## src/rtl/lane_split_bus.sv

```systemverilog
module lane_split_bus #(
  parameter int AW      = 20,
  parameter int BUS_LAT = 2
) (
  input  logic          clk,
  input  logic          rst_n,
  input  logic          req_valid,
  input  logic          req_write,
  input  logic          req_word,
  input  logic [AW-1:0] req_addr,
  input  logic [15:0]   req_wdata,
  output logic          req_ack,
  output logic [15:0]   req_rdata,
  output logic          bus_cyc,
  output logic          bus_we,
  output logic [AW-1:0] bus_addr,
  output logic          bus_lo_en,
  output logic          bus_hi_en,
  output logic [15:0]   bus_wdata,
  input  logic [15:0]   bus_rdata
);

  localparam int CW = (BUS_LAT > 1) ? $clog2(BUS_LAT) : 1;
  localparam logic [CW-1:0] LAST = CW'(BUS_LAT - 1);

  typedef enum logic [1:0] {S_IDLE, S_FIRST, S_SECOND, S_ACK} st_t;

  st_t           st;
  logic [CW-1:0] cnt;
  logic          r_we, r_word;
  logic [AW-1:0] r_addr;
  logic [15:0]   r_wd, rd_acc;

  logic          split, in_bus, ph_word, last_beat;
  logic [AW-1:0] cur_addr;
  logic [7:0]    wbyte;

  assign split     = r_word & r_addr[0];
  assign in_bus    = (st == S_FIRST) || (st == S_SECOND);
  assign ph_word   = r_word & ~split;
  assign cur_addr  = (st == S_SECOND) ? r_addr + AW'(1) : r_addr;
  assign last_beat = (cnt == LAST);
  assign wbyte     = (st == S_SECOND) ? r_wd[15:8] : r_wd[7:0];

  assign bus_cyc   = in_bus;
  assign bus_we    = in_bus & r_we;
  assign bus_addr  = in_bus ? cur_addr : '0;
  assign bus_lo_en = in_bus & ~cur_addr[0];
  assign bus_hi_en = in_bus & (cur_addr[0] | ph_word);

  always_comb begin
    bus_wdata = '0;
    if (in_bus && r_we) begin
      if (ph_word)          bus_wdata = r_wd;
      else if (cur_addr[0]) bus_wdata = {wbyte, 8'h00};
      else                  bus_wdata = {8'h00, wbyte};
    end
  end

  assign req_ack   = (st == S_ACK);
  assign req_rdata = (st == S_ACK && !r_we) ? rd_acc : '0;

  always_ff @(posedge clk or negedge rst_n) begin
    if (!rst_n) begin
      st     <= S_IDLE;
      cnt    <= '0;
      r_we   <= 1'b0;
      r_word <= 1'b0;
      r_addr <= '0;
      r_wd   <= '0;
      rd_acc <= '0;
    end else begin
      case (st)
        S_IDLE: if (req_valid) begin
          r_we   <= req_write;
          r_word <= req_word;
          r_addr <= req_addr;
          r_wd   <= req_write ? req_wdata : 16'h0000;
          rd_acc <= '0;
          cnt    <= '0;
          st     <= S_FIRST;
        end
        S_FIRST: begin
          if (last_beat) begin
            if (ph_word)          rd_acc      <= bus_rdata;
            else if (cur_addr[0]) rd_acc[7:0] <= bus_rdata[15:8];
            else                  rd_acc[7:0] <= bus_rdata[7:0];
            cnt <= '0;
            st  <= split ? S_SECOND : S_ACK;
          end else begin
            cnt <= cnt + CW'(1);
          end
        end
        S_SECOND: begin
          if (last_beat) begin
            rd_acc[15:8] <= bus_rdata[7:0];
            cnt <= '0;
            st  <= S_ACK;
          end else begin
            cnt <= cnt + CW'(1);
          end
        end
        default: st <= S_IDLE;
      endcase
    end
  end

endmodule

```

## config.mk

```make
export PLATFORM = sky130hd
export DESIGN_NAME = lane_split_bus
export DESIGN_NICKNAME = d
export VERILOG_FILES = /design/src/rtl/lane_split_bus.sv
export SDC_FILE = /design/constraint.sdc
export NUM_CORES = 1
export LEC_CHECK = 0
export ABC_AREA = 1
export BUFFER_PORTS_ARGS = -buffer_cell sky130_fd_sc_hd__buf_2
export CAP_MARGIN = 20
export CORE_MARGIN = 5
export CORE_UTILIZATION = 35
export CTS_CLUSTER_DIAMETER = 80
export DETAILED_ROUTE_END_ITERATION = 8
export PLACE_DENSITY_LB_ADDON = 0.08
export SLEW_MARGIN = 20
export SYNTH_ARGS = -nofsm -noshare
export SYNTH_HDL_FRONTEND = slang
export SYNTH_SLANG_ARGS = --single-unit
```

## constraint.sdc

```tcl
create_clock -name clk -period 2.6 [get_ports clk]
set_clock_uncertainty 0.05 [all_clocks]
set_input_delay 0.39 -clock clk [delete_from_list [all_inputs] [get_ports clk]]
set_output_delay 0.39 -clock clk [all_outputs]
set_load 0.005 [all_outputs]
```

==> results.md, run 1 <==
* Run status: complete, no violations
* 1st-pass router iterations at 4
* Synth warn at 0
* Sum of negative setup slack at 0 ps
* Post-CTS setup-driven buffer insertion count at 0
* Start point of the worst min-delay path: req_addr[18]
* Register bit total from synthesis at 57
* Routed len/inst at 13.1 um
* Inst Count DP at 782
* Mean instance size in the synthesized netlist at 6.72 um^2
* Time the final worst path needs with I/O delays and setup at 2400 ps
* Count of max-cap constraint violations at 0
* CTS sink count at 57
* Ratio of cells with drive above 1 in the final layout at 0.253
* Number of standard cells in the final layout excluding fillers at 799
* Final cycle utilization of the critical path at 0.923
* Setup repair after global routing missed its margin: no
* Clk buf depth at 2
* Number of antenna violations at the first check in global routing at 0
* Hold path endpoint: r_addr[18]
* Residual DRC at 0
* CP Cell Sequence: inv_1, ha_4, xnor2_2, nand2_4, inv_2, nand2_1, a21oi_1, buf_2
* Std-Cell Core Area at 10300 um^2
* Growth of design area from synthesis to finish at 25.1%
* Die span in x at 112 um
* Nets at 720
* Endpoint type of the worst setup path: output pin
* TritonCTS clock tree: yes
* Worst-margin pin slew at 546 ps
* Global-route wire length before repair at 17.3 mm
* Worst-case reg-to-reg path depth at 8
* Critical path start-end classification: flip-flop to output pin
* Crit-path leading delay family: flip-flops
* Wire length after detailed routing at 10.5 mm
* Number of rows in the core area at 37
* Final number of hold-violating endpoints at 0
* Sequential element share of the synthesized area at 0.390
* Grt ovf at 0
* Root cell of the clock tree: clkbuf_8
* Setup violations, final at 0
* Number of distinct library cells after synthesis at 28
* Peak fanout along the critical path at 9
* Data arrival time at the worst-slack endpoint at 1960 ps
* CP Launch Type: flip-flop
* Master of the slowest instance on the critical path: dfrtp_1
* Half-perimeter wire length after placement at 8.02 mm
* Filler Cells Inserted at 1150
* Buffers on Ports at 113
* Total nets after synthesis at 606
* Final weighted congestion of routability-driven global placement at 0.850
* Synthesized netlist cell count at 544
* Area of the die at 12600 um^2
* Peak Freq at 417 MHz
* Hold/Removal Path Class: input port to flip-flop
* Maximum level of the CTS H-tree at 3
* Insertion delay to the later sink of the worst-skew pair at 330 ps
* Headroom to the max-slew limit at 0.635
* Antenna Nets Post-Route at 0
* Ports placed on the boundary at 114
* Register-to-register path setup slack at 650 ps
* Biggest cell delay along the critical path at 390 ps
* Leakage dissipation at 0.00240 uW
* Summed instance area of the synthesized netlist at 3660 um^2
* Vias in the first global route at 3578
* Cell area power density at 1190 nW/um^2
* Pin count of the biggest net entering global routing at 31
* DIE HEIGHT at 112 um
* Total via count after detailed routing at 3711
* Critical path buffer and inverter count at 3
* Data required, critical path at 2160 ps
* Setup slack after placement at 373 ps
* Cell count of the worst hold path at 3
* Crit Reg-Reg Startpoint: st[0]
* Power, Total at 5430 uW
* Setup slack of the critical path after layout at 200 ps
* Starting DRT DRC Count at 198
* Global-route usage over all layers at 0.167
* Mean number of vias per cell at 4.64
* CTS Buf Count at 9
* Worst-path clk slew at 70 ps
* Initial Utilization at 0.356
* Count of inserted antenna diode cells at 0
* Final Max Tran Viols at 0
* Worst R2R End: rd_acc[5]
* VDD IR-drop max at 369 uV
-- logic make-up (layout without fill, tap and decap cells) --
logic type,Yosys count,count (layout),synth area share
buffers and inverters,95,214,0.111
AOI/OAI and AO/OA,91,91,0.137
DFF,57,57,0.390
and+or+nand+nor,294,294,0.336
xor gates and xnor gates,2,2,0.00890
adders and majority gates,5,5,0.0171
-- per-layer routing --
| metal | up-vias | part of all wire | GRT usage |
|---|---|---|---|
| met5 | - | 0 | 0 |
| met4 | 0 | 0.014 | 0.0537 |
| met3 | 12 | 0.072 | 0.0383 |
| met2 | 109 | 0.44 | 0.253 |
| met1 | 1656 | 0.47 | 0.237 |
| li1 | 1934 | - | - |
-- how the worst max path moves through the flow --
stage                   end   from  slack [ps]  cells past startpoint
3_3_place_gp   bus_addr[19]  st[0]         430                     11
4_1_cts        bus_addr[18]  st[0]           5                     11
5_1_grt        bus_addr[18]  st[0]          30                     11
3_5_place_dp   bus_addr[19]  st[0]         370                     11
2_1_floorplan  bus_wdata[0]  st[0]         720                      6
6_report       bus_wdata[7]  st[0]         200                      8
-- cells in the mapped netlist, drive strengths merged --
cell,number,area share
nor2,79,0.089
inv,73,0.075
clkbuf,6,0.0062
xnor2,1,0.0045
clkinv,1,0.0010
nand4,3,0.0051
dfrtp,57,0.39
nand3,34,0.051
buf,15,0.029
nand2,169,0.18
ha,5,0.017
o31ai,2,0.0041
nor3,9,0.014
xor2,1,0.0045
o22ai,8,0.014
o21ai,58,0.088
a21oi,23,0.031
-- stage by stage --
step | util | hold slack [ps] | cell area [um^2]
2_1_floorplan | - | 44.4 | 3660
3_3_place_gp | 0.422 | 334 | 4340
3_5_place_dp | 0.422 | 345 | 4340
4_1_cts | 0.443 | 180 | 4550
5_1_grt | 0.445 | 183 | 4570
6_report | 0.445 | 195 | 4570
-- final cells by class --
class,count,area (um^2),share of cell area
flip-flops and latches,57,1430,0.312
clock buffers,10,138,0.0301
clock inverters,6,67.6,0.0148
well taps,136,170,0.0372
multi-input cells,392,1840,0.402
repair buffers,124,654,0.143
inverters,74,278,0.0607
-- power by group --
part	switching (uW)	internal [uW]	total (uW)	leakage (uW)
logic	1880	1060	2940	0.00156
registers	359	1280	1640	0.000733
clock network	381	470	851	0.0000985
total	2620	2810	5430	0.00240
-- tightest hold or removal path, delay by kind of cell --
family        cells  cell delay [ps]
buf+inv           1               70
simple gates      2               80
-- layout by cell type, fill, tap and decap left out, types with 2 or more instances in the layout --
cell type,n
inv_1,69
buf_2,113
o21ai_0,50
nor2_2,5
inv_2,4
clkinvlp_4,2
o21ai_2,8
nand2_2,2
dfrtp_1,56
nor2_1,73
clkbuf_8,10
o31ai_1,2
nand4_1,3
nand3_1,32
o22ai_1,8
nor3_1,8
buf_4,9
nand2_1,166
ha_1,3
clkinv_4,2
a21oi_1,23
-- what timing repair did --
| action | in CTS | in global routing |
|---|---|---|
| hold buffers | 1 | 0 |
| gates resized for setup | 0 | 5 |
| endpoints found under the hold margin | 19 | 0 |
| setup endpoints to repair | 0 | 28 |
-- sequential cells by signal (all words and copies together) (netlist names) --
| register | flops |
|---|---|
| r_wd | 16 |
| rd_acc | 16 |
| r_word | 1 |
| cnt | 1 |
| st | 2 |
| r_we | 1 |
| r_addr | 20 |
Power figures use the tool's default switching activity.
==> run 2, diff against run 1 <==
clock period = 2.1 ns   (was 2.6 ns; I/O delays follow)
==> run 2 against run 1 <==
  * The flow now finishes with violations (setup timing)
  * Worst hold slack got worse by 73 ps
  * Die area stayed put
  * Critical endpoint is now bus_wdata[15]
  * Cell count rose by 2.8%
  * Sequential cell count did not move
  * Critical path type unchanged
  * Clock power is 11% higher
  * Worst setup slack got worse by 310 ps
  * Global-route usage increased by 1.2 points
==> results.md, run 2 (synthesized netlist as in run 1, its figures left out) <==
* Clk buf depth at 2 (unchanged)
* Peak Freq at 452 MHz
* Number of antenna violations at the first check in global routing at 0 (unchanged)
* Inst Count DP at 788 (was 782)
* Final Max Tran Viols at 0 (unchanged)
* CTS sink count at 57 (unchanged)
* Setup slack of the critical path after layout at -111 ps (was 200 ps)
* Most used cells in the layout excluding fill and tap cells: nand2_1 (161), buf_2 (113), inv_1 (64), nor2_1 (61), dfrtp_1 (56) (was nand2_1 (166), buf_2 (113), nor2_1 (73), inv_1 (69), dfrtp_1 (56))
* Starting DRT DRC Count at 191 (was 198)
* Most common library cell in the layout ignoring fill and taps: nand2_1 (unchanged)
* Start point of the worst min-delay path: req_addr[18] (unchanged)
* Final number of hold-violating endpoints at 0 (unchanged)
* Crit path from: st[1] (was st[0])
* Run status: finished with violations (was complete, no violations)
* Worst-path clk slew at 80 ps (was 70 ps)
* Flip-flop count of the largest register, all copies and words added at 20 (unchanged)
* Total via count after detailed routing at 3829 (was 3711)
* Setup repair after global routing missed its margin: yes (was no)
* TritonCTS clock tree: yes (unchanged)
* Headroom to the max-slew limit at 0.646 (was 0.635)
* Data arrival time at the worst-slack endpoint at 1850 ps (was 1960 ps)
* Worst-margin pin slew at 531 ps (was 546 ps)
* Cell area power density at 1540 nW/um^2 (was 1190 nW/um^2)
* Registers with the highest flip-flop counts: r_addr x20, r_wd x16, rd_acc x16 (unchanged)
* Detailed-routed wire length on met3 at 685 um (was 757 um)
* Wire length after detailed routing at 11.5 mm (was 10.5 mm)
* Grt ovf at 0 (unchanged)
* Vias in the first global route at 3775 (was 3578)
* Data required, critical path at 1740 ps (was 2160 ps)
* Nets at 742 (was 720)
* Final weighted congestion of routability-driven global placement at 0.870 (was 0.850)
* Number of standard cells in the final layout excluding fillers at 821 (was 799)
* VDD IR-drop max at 629 uV (was 369 uV)
* Crit Reg-Reg Startpoint: st[1] (was st[0])
* Largest Register: r_addr (unchanged)
* Register-to-register path setup slack at 190 ps (was 650 ps)
* Growth of design area from synthesis to finish at 38.4% (was 25.1%)
* Leakage dissipation at 0.00255 uW (was 0.00240 uW)
* CTS Buf Count at 9 (unchanged)
* Number of rows in the core area at 37 (unchanged)
* Residual DRC at 0 (unchanged)
* Die span in x at 112 um (unchanged)
* Setup slack after placement at 55.1 ps (was 373 ps)
* Global-route usage over all layers at 0.179 (was 0.167)
* Routed len/inst at 14.0 um (was 13.1 um)
* Count of inserted antenna diode cells at 0 (unchanged)
* Ports placed on the boundary at 114 (unchanged)
* Power, Total at 7770 uW (was 5430 uW)
* Half-perimeter wire length after placement at 8.27 mm (was 8.02 mm)
* Hold/Removal Path Class: input port to flip-flop (unchanged)
* Mean number of vias per cell at 4.66 (was 4.64)
* Detailed-route wire length on metal 1 at 5.37 mm (was 4.99 mm)
* Hold WS at 123 ps (was 195 ps)
* Buffers on Ports at 113 (unchanged)
* Critical path start-end classification: flip-flop to output pin (unchanged)
* Global-route wire length before repair at 18.6 mm (was 17.3 mm)
* Time the final worst path needs with I/O delays and setup at 2210 ps
* Area of the die at 12600 um^2 (unchanged)
* Ratio of cells with drive above 1 in the final layout at 0.349 (was 0.253)
* Std-Cell Core Area at 10300 um^2 (unchanged)
* 1st-pass router iterations at 5 (was 4)
* Initial Utilization at 0.356 (unchanged)
* Setup violations, final at 28 (was 0)
* Failing checks: setup timing
* Root cell of the clock tree: clkbuf_8 (unchanged)
* Insertion delay to the later sink of the worst-skew pair at 330 ps (about the same)
* CP Launch Type: flip-flop (unchanged)
* DIE HEIGHT at 112 um (unchanged)
* Endpoint type of the worst setup path: output pin (unchanged)
* Top routing layer used: met4 (unchanged)
* Pin count of the biggest net entering global routing at 40 (was 31)
* Peak fanout along the critical path at 8 (was 9)
* Count of max-cap constraint violations at 0 (unchanged)
* Antenna Nets Post-Route at 0 (unchanged)
* Maximum level of the CTS H-tree at 3 (unchanged)
* Final cycle utilization of the critical path at 1.05
* DR WL met2 at 5.32 mm (was 4.61 mm)
-- run 2: area by class of cell --
cell class                 count  area (um^2)
sequential                    57         1430
clock inverter                 7         53.8
tap                          136          170
fill                        1109         5220
clock buffer                   9          124
timing repair buffer         146          918
inverter                      74          293
multi-input combinational    392         2070
-- run 2: metal layers --
| layer | up-vias | GRT usage |
|---|---|---|
| met5 | - | 0 |
| met4 | 0 | 0.0417 |
| met3 | 9 | 0.0383 |
| met2 | 117 | 0.282 |
| met1 | 1723 | 0.254 |
| li1 | 1980 | - |
-- run 2: worst max-delay path, cell delays in order (launching register included) --
cell	delay [ps]
dfrtp_2	440
ha_4	200
buf_12	140
xnor2_4	130
nand2_4	110
nand3_4	170
nor3_2	180
buf_2	150
-- run 2: power by group --
part | internal, uW | switching, uW
Sequential | 1580 | 445
Clock | 435 | 506
Combinational | 1960 | 2840
-- run 2: final timing paths --
path                                  to  cells after the start
setup / recovery           bus_wdata[15]                      7
hold / removal                r_addr[18]                      3
setup reg to reg               rd_acc[8]                      8
hold reg to reg               rd_acc[13]                      2
max in group asynchronous          st[1]                      3
min in group asynchronous      rd_acc[7]                      2
-- run 2: stage by stage --
stage	area [um^2]	TNS [ps]	util
floorplan	3660	0	-
global placement	4410	0	0.429
detailed placement	4410	0	0.429
CTS	4870	-1640	0.473
global route	5060	-5210	0.492
finish	5060	-1420	0.492
-- run 2: repair_timing --
action | in CTS | in global routing
gates cloned | 1 | 1
hold endpoints to repair | 18 | 0
setup endpoints to repair | 39 | 50
buffers inserted | 7 | 7
resized for setup | 48 | 45
pin swaps | 7 | 17
hold buffers | 1 | 0
